==> config.mk <==
export PLATFORM = sky130hd
export DESIGN_NAME = cyc_steal_dma
export DESIGN_NICKNAME = d
export VERILOG_FILES = /design/src/rtl/csd_pkg.sv /design/src/rtl/csd_ptr.sv /design/src/rtl/csd_cnt.sv /design/src/rtl/csd_seq.sv /design/src/rtl/cyc_steal_dma.sv
export SDC_FILE = /design/constraint.sdc
export NUM_CORES = 1
export LEC_CHECK = 0
export CORE_MARGIN = 5
export CORE_UTILIZATION = 25
export DETAILED_ROUTE_END_ITERATION = 12
export SKIP_CTS_REPAIR_TIMING = 1
export SLEW_MARGIN = 20
export SYNTH_ARGS = -nofsm -noshare
export SYNTH_HDL_FRONTEND = slang
export SYNTH_SLANG_ARGS = --single-unit
==> constraint.sdc <==
create_clock -name clk -period 8.7 [get_ports clk]
set_input_delay 1.74 -clock clk [delete_from_list [all_inputs] [get_ports clk]]
set_output_delay 1.74 -clock clk [all_outputs]
set_load 0.01 [all_outputs]
==> src/rtl/csd_pkg.sv <==
package csd_pkg;

  typedef enum logic [1:0] {
    PH_IDLE = 2'd0,
    PH_ARB  = 2'd1,
    PH_RD   = 2'd2,
    PH_WR   = 2'd3
  } csd_phase_e;

  // byte step for an item size code; code 3 is handled as a full word
  function automatic logic [2:0] csd_step(input logic [1:0] sz);
    case (sz)
      2'd0:    return 3'd1;
      2'd1:    return 3'd2;
      default: return 3'd4;
    endcase
  endfunction

endpackage

==> src/rtl/csd_ptr.sv <==
module csd_ptr #(
  parameter int AW = 32
) (
  input  logic          clk,
  input  logic          rst_n,
  input  logic          load,
  input  logic [AW-1:0] base,
  input  logic          rewind,
  input  logic          adv,
  input  logic          inc_en,
  input  logic [2:0]    step,
  output logic [AW-1:0] ptr
);

  logic [AW-1:0] base_q;
  logic [AW-1:0] ptr_q;
  logic [AW-1:0] ptr_d;
  logic          ptr_ce;

  always_comb begin
    ptr_ce = load | rewind | (adv & inc_en);
    if (load)        ptr_d = base;
    else if (rewind) ptr_d = base_q;
    else             ptr_d = ptr_q + {{(AW-3){1'b0}}, step};
  end

  always_ff @(posedge clk or negedge rst_n) begin
    if (!rst_n) begin
      base_q <= '0;
      ptr_q  <= '0;
    end else begin
      if (load)   base_q <= base;
      if (ptr_ce) ptr_q  <= ptr_d;
    end
  end

  assign ptr = ptr_q;

endmodule

==> src/rtl/csd_cnt.sv <==
module csd_cnt #(
  parameter int CNT_W = 16
) (
  input  logic             clk,
  input  logic             rst_n,
  input  logic             load,
  input  logic [CNT_W-1:0] count_cfg,
  input  logic             circ,
  input  logic             dec,
  output logic             wrap,
  output logic             finish
);

  localparam int RW = CNT_W + 1;

  logic [RW-1:0] rem_q;
  logic [RW-1:0] rem_d;
  logic [RW-1:0] reload_q;
  logic [RW-1:0] ld_val;
  logic          last;
  logic          rem_ce;

  always_comb begin
    ld_val = (count_cfg == '0) ? {1'b1, {CNT_W{1'b0}}} : {1'b0, count_cfg};
    last   = (rem_q == {{(RW-1){1'b0}}, 1'b1});
    wrap   = dec & last & circ;
    finish = dec & last & ~circ;
    rem_ce = load | dec;
    if (load)      rem_d = ld_val;
    else if (wrap) rem_d = reload_q;
    else           rem_d = rem_q - {{(RW-1){1'b0}}, 1'b1};
  end

  always_ff @(posedge clk or negedge rst_n) begin
    if (!rst_n) begin
      rem_q    <= '0;
      reload_q <= '0;
    end else begin
      if (load)   reload_q <= ld_val;
      if (rem_ce) rem_q    <= rem_d;
    end
  end

endmodule

==> src/rtl/csd_seq.sv <==
module csd_seq
  import csd_pkg::*;
(
  input  logic       clk,
  input  logic       rst_n,
  input  logic       run,
  input  logic       req,
  input  logic       bus_ready,
  input  logic       bus_err,
  output csd_phase_e phase,
  output logic       rd_done,
  output logic       wr_done,
  output logic       fail,
  output logic       ack
);

  csd_phase_e ph_q;
  csd_phase_e ph_d;
  logic       ack_q;

  always_comb begin
    ph_d    = ph_q;
    rd_done = 1'b0;
    wr_done = 1'b0;
    fail    = 1'b0;
    case (ph_q)
      PH_IDLE: if (run && req) ph_d = PH_ARB;
      PH_ARB:  ph_d = PH_RD;
      PH_RD: begin
        if (bus_ready) begin
          if (bus_err) begin
            fail = 1'b1;
            ph_d = PH_IDLE;
          end else begin
            rd_done = 1'b1;
            ph_d    = PH_WR;
          end
        end
      end
      PH_WR: begin
        if (bus_ready) begin
          ph_d = PH_IDLE;
          if (bus_err) fail    = 1'b1;
          else         wr_done = 1'b1;
        end
      end
      default: ph_d = PH_IDLE;
    endcase
  end

  always_ff @(posedge clk or negedge rst_n) begin
    if (!rst_n) begin
      ph_q  <= PH_IDLE;
      ack_q <= 1'b0;
    end else begin
      ph_q  <= ph_d;
      ack_q <= rd_done;
    end
  end

  assign phase = ph_q;
  assign ack   = ack_q;

endmodule

==> src/rtl/cyc_steal_dma.sv <==
module cyc_steal_dma
  import csd_pkg::*;
#(
  parameter int AW    = 32,
  parameter int DW    = 32,
  parameter int CNT_W = 16
) (
  input  logic             clk,
  input  logic             rst_n,
  input  logic             cfg_en,
  input  logic             cfg_dir,
  input  logic             cfg_pinc,
  input  logic             cfg_minc,
  input  logic [1:0]       cfg_size,
  input  logic             cfg_circ,
  input  logic [CNT_W-1:0] cfg_count,
  input  logic [AW-1:0]    cfg_pbase,
  input  logic [AW-1:0]    cfg_mbase,
  input  logic             req_i,
  output logic             ack_o,
  output logic             bus_valid,
  output logic             bus_write,
  output logic [1:0]       bus_size,
  output logic [AW-1:0]    bus_addr,
  output logic [DW-1:0]    bus_wdata,
  input  logic [DW-1:0]    bus_rdata,
  input  logic             bus_ready,
  input  logic             bus_err,
  output logic             done_o,
  output logic             err_o
);

  localparam int NPTR = 2;  // index 0: peripheral side, 1: memory side

  // reset: asserted asynchronously, released through two flops
  logic [1:0] rs_q;
  logic       rst_sync_n;

  always_ff @(posedge clk or negedge rst_n) begin
    if (!rst_n) rs_q <= 2'b00;
    else        rs_q <= {rs_q[0], 1'b1};
  end
  assign rst_sync_n = rs_q[1];

  // enable edge and captured settings
  logic       en_q;
  logic       en_rise;
  logic       dir_q, pinc_q, minc_q, circ_q;
  logic [1:0] size_q;

  assign en_rise = cfg_en & ~en_q;

  always_ff @(posedge clk or negedge rst_sync_n) begin
    if (!rst_sync_n) begin
      en_q   <= 1'b0;
      dir_q  <= 1'b0;
      pinc_q <= 1'b0;
      minc_q <= 1'b0;
      circ_q <= 1'b0;
      size_q <= 2'd0;
    end else begin
      en_q <= cfg_en;
      if (en_rise) begin
        dir_q  <= cfg_dir;
        pinc_q <= cfg_pinc;
        minc_q <= cfg_minc;
        circ_q <= cfg_circ;
        size_q <= cfg_size;
      end
    end
  end

  // sequencer
  csd_phase_e phase;
  logic       rd_done, wr_done, fail;
  logic       run_q, run_d;

  csd_seq u_seq (
    .clk       (clk),
    .rst_n     (rst_sync_n),
    .run       (run_q),
    .req       (req_i),
    .bus_ready (bus_ready),
    .bus_err   (bus_err),
    .phase     (phase),
    .rd_done   (rd_done),
    .wr_done   (wr_done),
    .fail      (fail),
    .ack       (ack_o)
  );

  // item counter
  logic wrap, finish;

  csd_cnt #(.CNT_W(CNT_W)) u_cnt (
    .clk       (clk),
    .rst_n     (rst_sync_n),
    .load      (en_rise),
    .count_cfg (cfg_count),
    .circ      (circ_q),
    .dec       (wr_done),
    .wrap      (wrap),
    .finish    (finish)
  );

  // address pointers
  logic [NPTR-1:0][AW-1:0] base_w;
  logic [NPTR-1:0][AW-1:0] ptr_w;
  logic [NPTR-1:0]         inc_w;
  logic [2:0]              step;

  assign base_w[0] = cfg_pbase;
  assign base_w[1] = cfg_mbase;
  assign inc_w[0]  = pinc_q;
  assign inc_w[1]  = minc_q;
  assign step      = csd_step(size_q);

  for (genvar gi = 0; gi < NPTR; gi++) begin : g_ptr
    csd_ptr #(.AW(AW)) u_ptr (
      .clk    (clk),
      .rst_n  (rst_sync_n),
      .load   (en_rise),
      .base   (base_w[gi]),
      .rewind (wrap),
      .adv    (wr_done),
      .inc_en (inc_w[gi]),
      .step   (step),
      .ptr    (ptr_w[gi])
    );
  end

  // channel state flags and data holding register
  logic          done_q, done_d, err_q, err_d;
  logic [DW-1:0] data_q;

  always_comb begin
    run_d  = run_q;
    done_d = done_q;
    err_d  = err_q;
    if (!cfg_en) run_d = 1'b0;
    if (en_rise) begin
      run_d  = 1'b1;
      done_d = 1'b0;
      err_d  = 1'b0;
    end
    if (fail) begin
      run_d = 1'b0;
      err_d = 1'b1;
    end
    if (finish) begin
      run_d  = 1'b0;
      done_d = 1'b1;
    end
  end

  always_ff @(posedge clk or negedge rst_sync_n) begin
    if (!rst_sync_n) begin
      run_q  <= 1'b0;
      done_q <= 1'b0;
      err_q  <= 1'b0;
      data_q <= '0;
    end else begin
      run_q  <= run_d;
      done_q <= done_d;
      err_q  <= err_d;
      if (rd_done) data_q <= bus_rdata;
    end
  end

  // master port
  logic [AW-1:0] src_addr, dst_addr;

  always_comb begin
    src_addr  = dir_q ? ptr_w[1] : ptr_w[0];
    dst_addr  = dir_q ? ptr_w[0] : ptr_w[1];
    bus_valid = (phase == PH_RD) || (phase == PH_WR);
    bus_write = (phase == PH_WR);
    bus_size  = size_q;
    case (phase)
      PH_RD:   bus_addr = src_addr;
      PH_WR:   bus_addr = dst_addr;
      default: bus_addr = '0;
    endcase
    bus_wdata = (phase == PH_WR) ? data_q : '0;
  end

  assign done_o = done_q;
  assign err_o  = err_q;

endmodule

==> metrics.csv <==
metric,value,unit
status,"complete, no violations",
antenna_found_initial,1,
synth.top_cells.by_area,"dfrtp_1, nand2_1, o21ai_0, mux2_2, and3_1",
path_max_fanout,40,
rrSetupSlack,4930,ps
synthSimpleGateAreaFrac,0.260,
n_antenna_cell,0,
utilization,0.325,
rsz0062_at_grt,no,
ant_nets,0,
io-pin-count,195,
finalSetupTns,0,ps
seq_area_frac_synth,0.473,
clk_latency,540,ps
viasPerCell,4.91,
crit_end,bus_addr[6],
dieArea,0.0486,mm^2
worstHoldPathType,reg2async,
cp-end-kind,output port,
die_height,220,um
portBuffers,194,
gp_congestion,0.812,
clock_skew,15.5,ps
grt_usage,0.146,
vias,9929,
dr.pass1.iters,5,
die_w,220,um
synth_top_family_by_area,simple AND/OR/NAND/NOR gates,
synth_area,0.0111,mm^2
synth_compound_area_frac,0.144,
synth_area_leader_cell,dfrtp_1,
synth_xor_area_frac,0.0451,
p_leak,6.11,nW
crit_path_start,u_seq.phase[0]$_DFFE_PN0P_,
grt_pass1_wl,56600,um
maxSlewHeadroom,0.324,
hpwlAfterDp,25700,um
worst-endpoint-arrival,3090,ps
dp_cells,1982,
synth-seq-cells,209,
drive_gt1_frac,0.0734,
reg2reg_from,u_seq.phase[1]$_DFFE_PN0P_,
grt_max_degree,175,
path_clk_slew,60,ps
drt_iter0_markers,692,
synthAdderAreaFrac,0.00678,
p_per_area,226,mW/mm^2
start_kind,flop,
syn_to_final_growth,29.3,%
final_cells,2022,
core,0.0440,mm^2
ff2ff_path_depth,6,
final_nets,1546,
vdd.ir_drop.worst,136,uV
wl_per_cell,18.1,um
place_area,0.0136,mm^2
rr_endpoint,u_cnt.rem_q[2]$_DFFE_PN0P_,
synth_edf_count,0,
clock_tree.root_cell,clkbuf_16,
synth_top_area_share,0.473,
cts_tree,built,
ys_types,68,
clock-sinks,209,
avgSynthCellArea,8.74,um^2
yosys_warnings,0,
multi_input_area,0.00550,mm^2
setup_viol,0,
fin_area,0.0143,mm^2
worstMarginPinSlew,1010,ps
regArea,0.00524,mm^2
path_class,reg2out,
cts_buffers,24,
routed_wl,36500,um
post-route-period-util,0.555,
drv_cap,0,
synthMuxAreaShare,0.0362,
report.final.slew_viol_count,0,
async_flop_share,1.00,
fill_cells,4665,
grt_pass1_vias,9941,
cts_max_path_buffers,3,
fin_crit,4830,ps
syn_nets,1396,
fmax,0.207,GHz
grt-ovfl-total,0,
row_count,77,
initial_core_util,0.251,
power,0.00323,W
drc_errors,0,
required,6960,ps
netlist_instances,1266,
htree_levels,1,
synth-main-ff-cell,dfrtp_1,
hold_violations,0,
worst max-delay path, cell delays in order, from the launching register on:
cell and delay [ps]:
dfrtp_1 430, buf_4 400, xnor2_2 150, buf_4 340, nand2_1 90, a21boi_0 480
clkdlybuf4s50_1 660
logic make-up (layout without fill, tap and decap cells):
kind of cell	count (synthesis)	count (layout)
fa+ha+maj	6	6
compound gates	243	243
buf+inv	94	258
mux	36	36
flops	209	209
other cells	1	1
simple gates	620	620
xor+xnor	57	57
registers in the layout (all words and copies together), names as in the netlist:
register	count
g_ptr.u_ptr.base_q	64
g_ptr.u_ptr.ptr	64
data_q	32
u_cnt.reload_q	17
u_cnt.rem_q	17
bus_size	2
rs_q	2
u_seq.phase	2
circ_q	1
dir_q	1
done_o	1
en_q	1
err_o	1
minc_q	1
pinc_q	1
run_q	1
u_seq.ack	1
through the flow:
stage,hold slack (ps),setup WS (ps)
6_report,283,3870
5_1_grt,340,3650
4_1_cts,313,3860
3_5_place_dp,307,3580
3_3_place_gp,306,3670
2_1_floorplan,331,2440
report_power, final:
group	internal, W	switching (W)	total, W
Clock	0.000571	0.000409	0.000979
Sequential	0.00116	0.000204	0.00137
Combinational	0.000451	0.000435	0.000887
Total	0.00218	0.00105	0.00323
synthesized netlist by cell type (7+ instances only):
library cell    n
a21boi_0       32
a21oi_1        31
a31oi_1         9
a32oi_1        12
and3_1         50
buf_1           9
buf_2          18
clkbuf_1       52
dfrtp_1       209
inv_1          13
mux2_2         32
nand2_1       370
nand3_1        28
nand4_1        14
nor2_1         64
nor3_1         30
nor4_1         13
nor4b_1         7
o21a_1          7
o21ai_0        78
o21ai_1         7
o221ai_1       17
xnor2_1        30
xor2_1         27
cells in the final DEF, fill, tap and decap left out, types with 5 or more instances in the layout:
cell type and instances:
a211oi_1 6, a21boi_0 32, a21o_1 6, a21oi_1 31
a31oi_1 9, a32oi_1 12, and3_1 49, buf_4 10
clkbuf_16 25, clkbuf_8 6, clkdlybuf4s50_1 194, dfrtp_1 207
ha_1 6, inv_1 13, mux2_2 32, nand2_1 370
nand3_1 28, nand4_1 14, nor2_1 64, nor3_1 30
nor4_1 13, nor4b_1 7, o211ai_1 5, o21a_1 7
o21ai_0 78, o21ai_1 7, o221ai_1 17, xnor2_1 29
xor2_1 26
routing by layer:
layer | routed length, um | track usage
met1 | 15500 | 0.190
met2 | 17000 | 0.238
met3 | 3100 | 0.0424
met4 | 1010 | 0.0395
met5 | 13 | 0
final cells by class:
type / instances / share of cell area
clock buffers: 35 / 0.0505
clock inverters: 5 / 0.00201
inverters: 13 / 0.00341
multi-input cells: 963 / 0.384
flip-flops and latches: 209 / 0.366
well taps: 592 / 0.0517
repair buffers: 205 / 0.142
worst min path at each step:
stage                          endpoint  slack [ps]              start
floorplan             rs_q[1]$_DFF_PN0_         330  rs_q[0]$_DFF_PN0_
global placement    u_seq.ack$_DFF_PN0_         310  rs_q[1]$_DFF_PN0_
detailed placement  u_seq.ack$_DFF_PN0_         310  rs_q[1]$_DFF_PN0_
CTS                 u_seq.ack$_DFF_PN0_         310  rs_q[1]$_DFF_PN0_
global route        u_seq.ack$_DFF_PN0_         340  rs_q[1]$_DFF_PN0_
finish              u_seq.ack$_DFF_PN0_         280  rs_q[1]$_DFF_PN0_
Note: power is estimated with default switching activity, not from simulation.
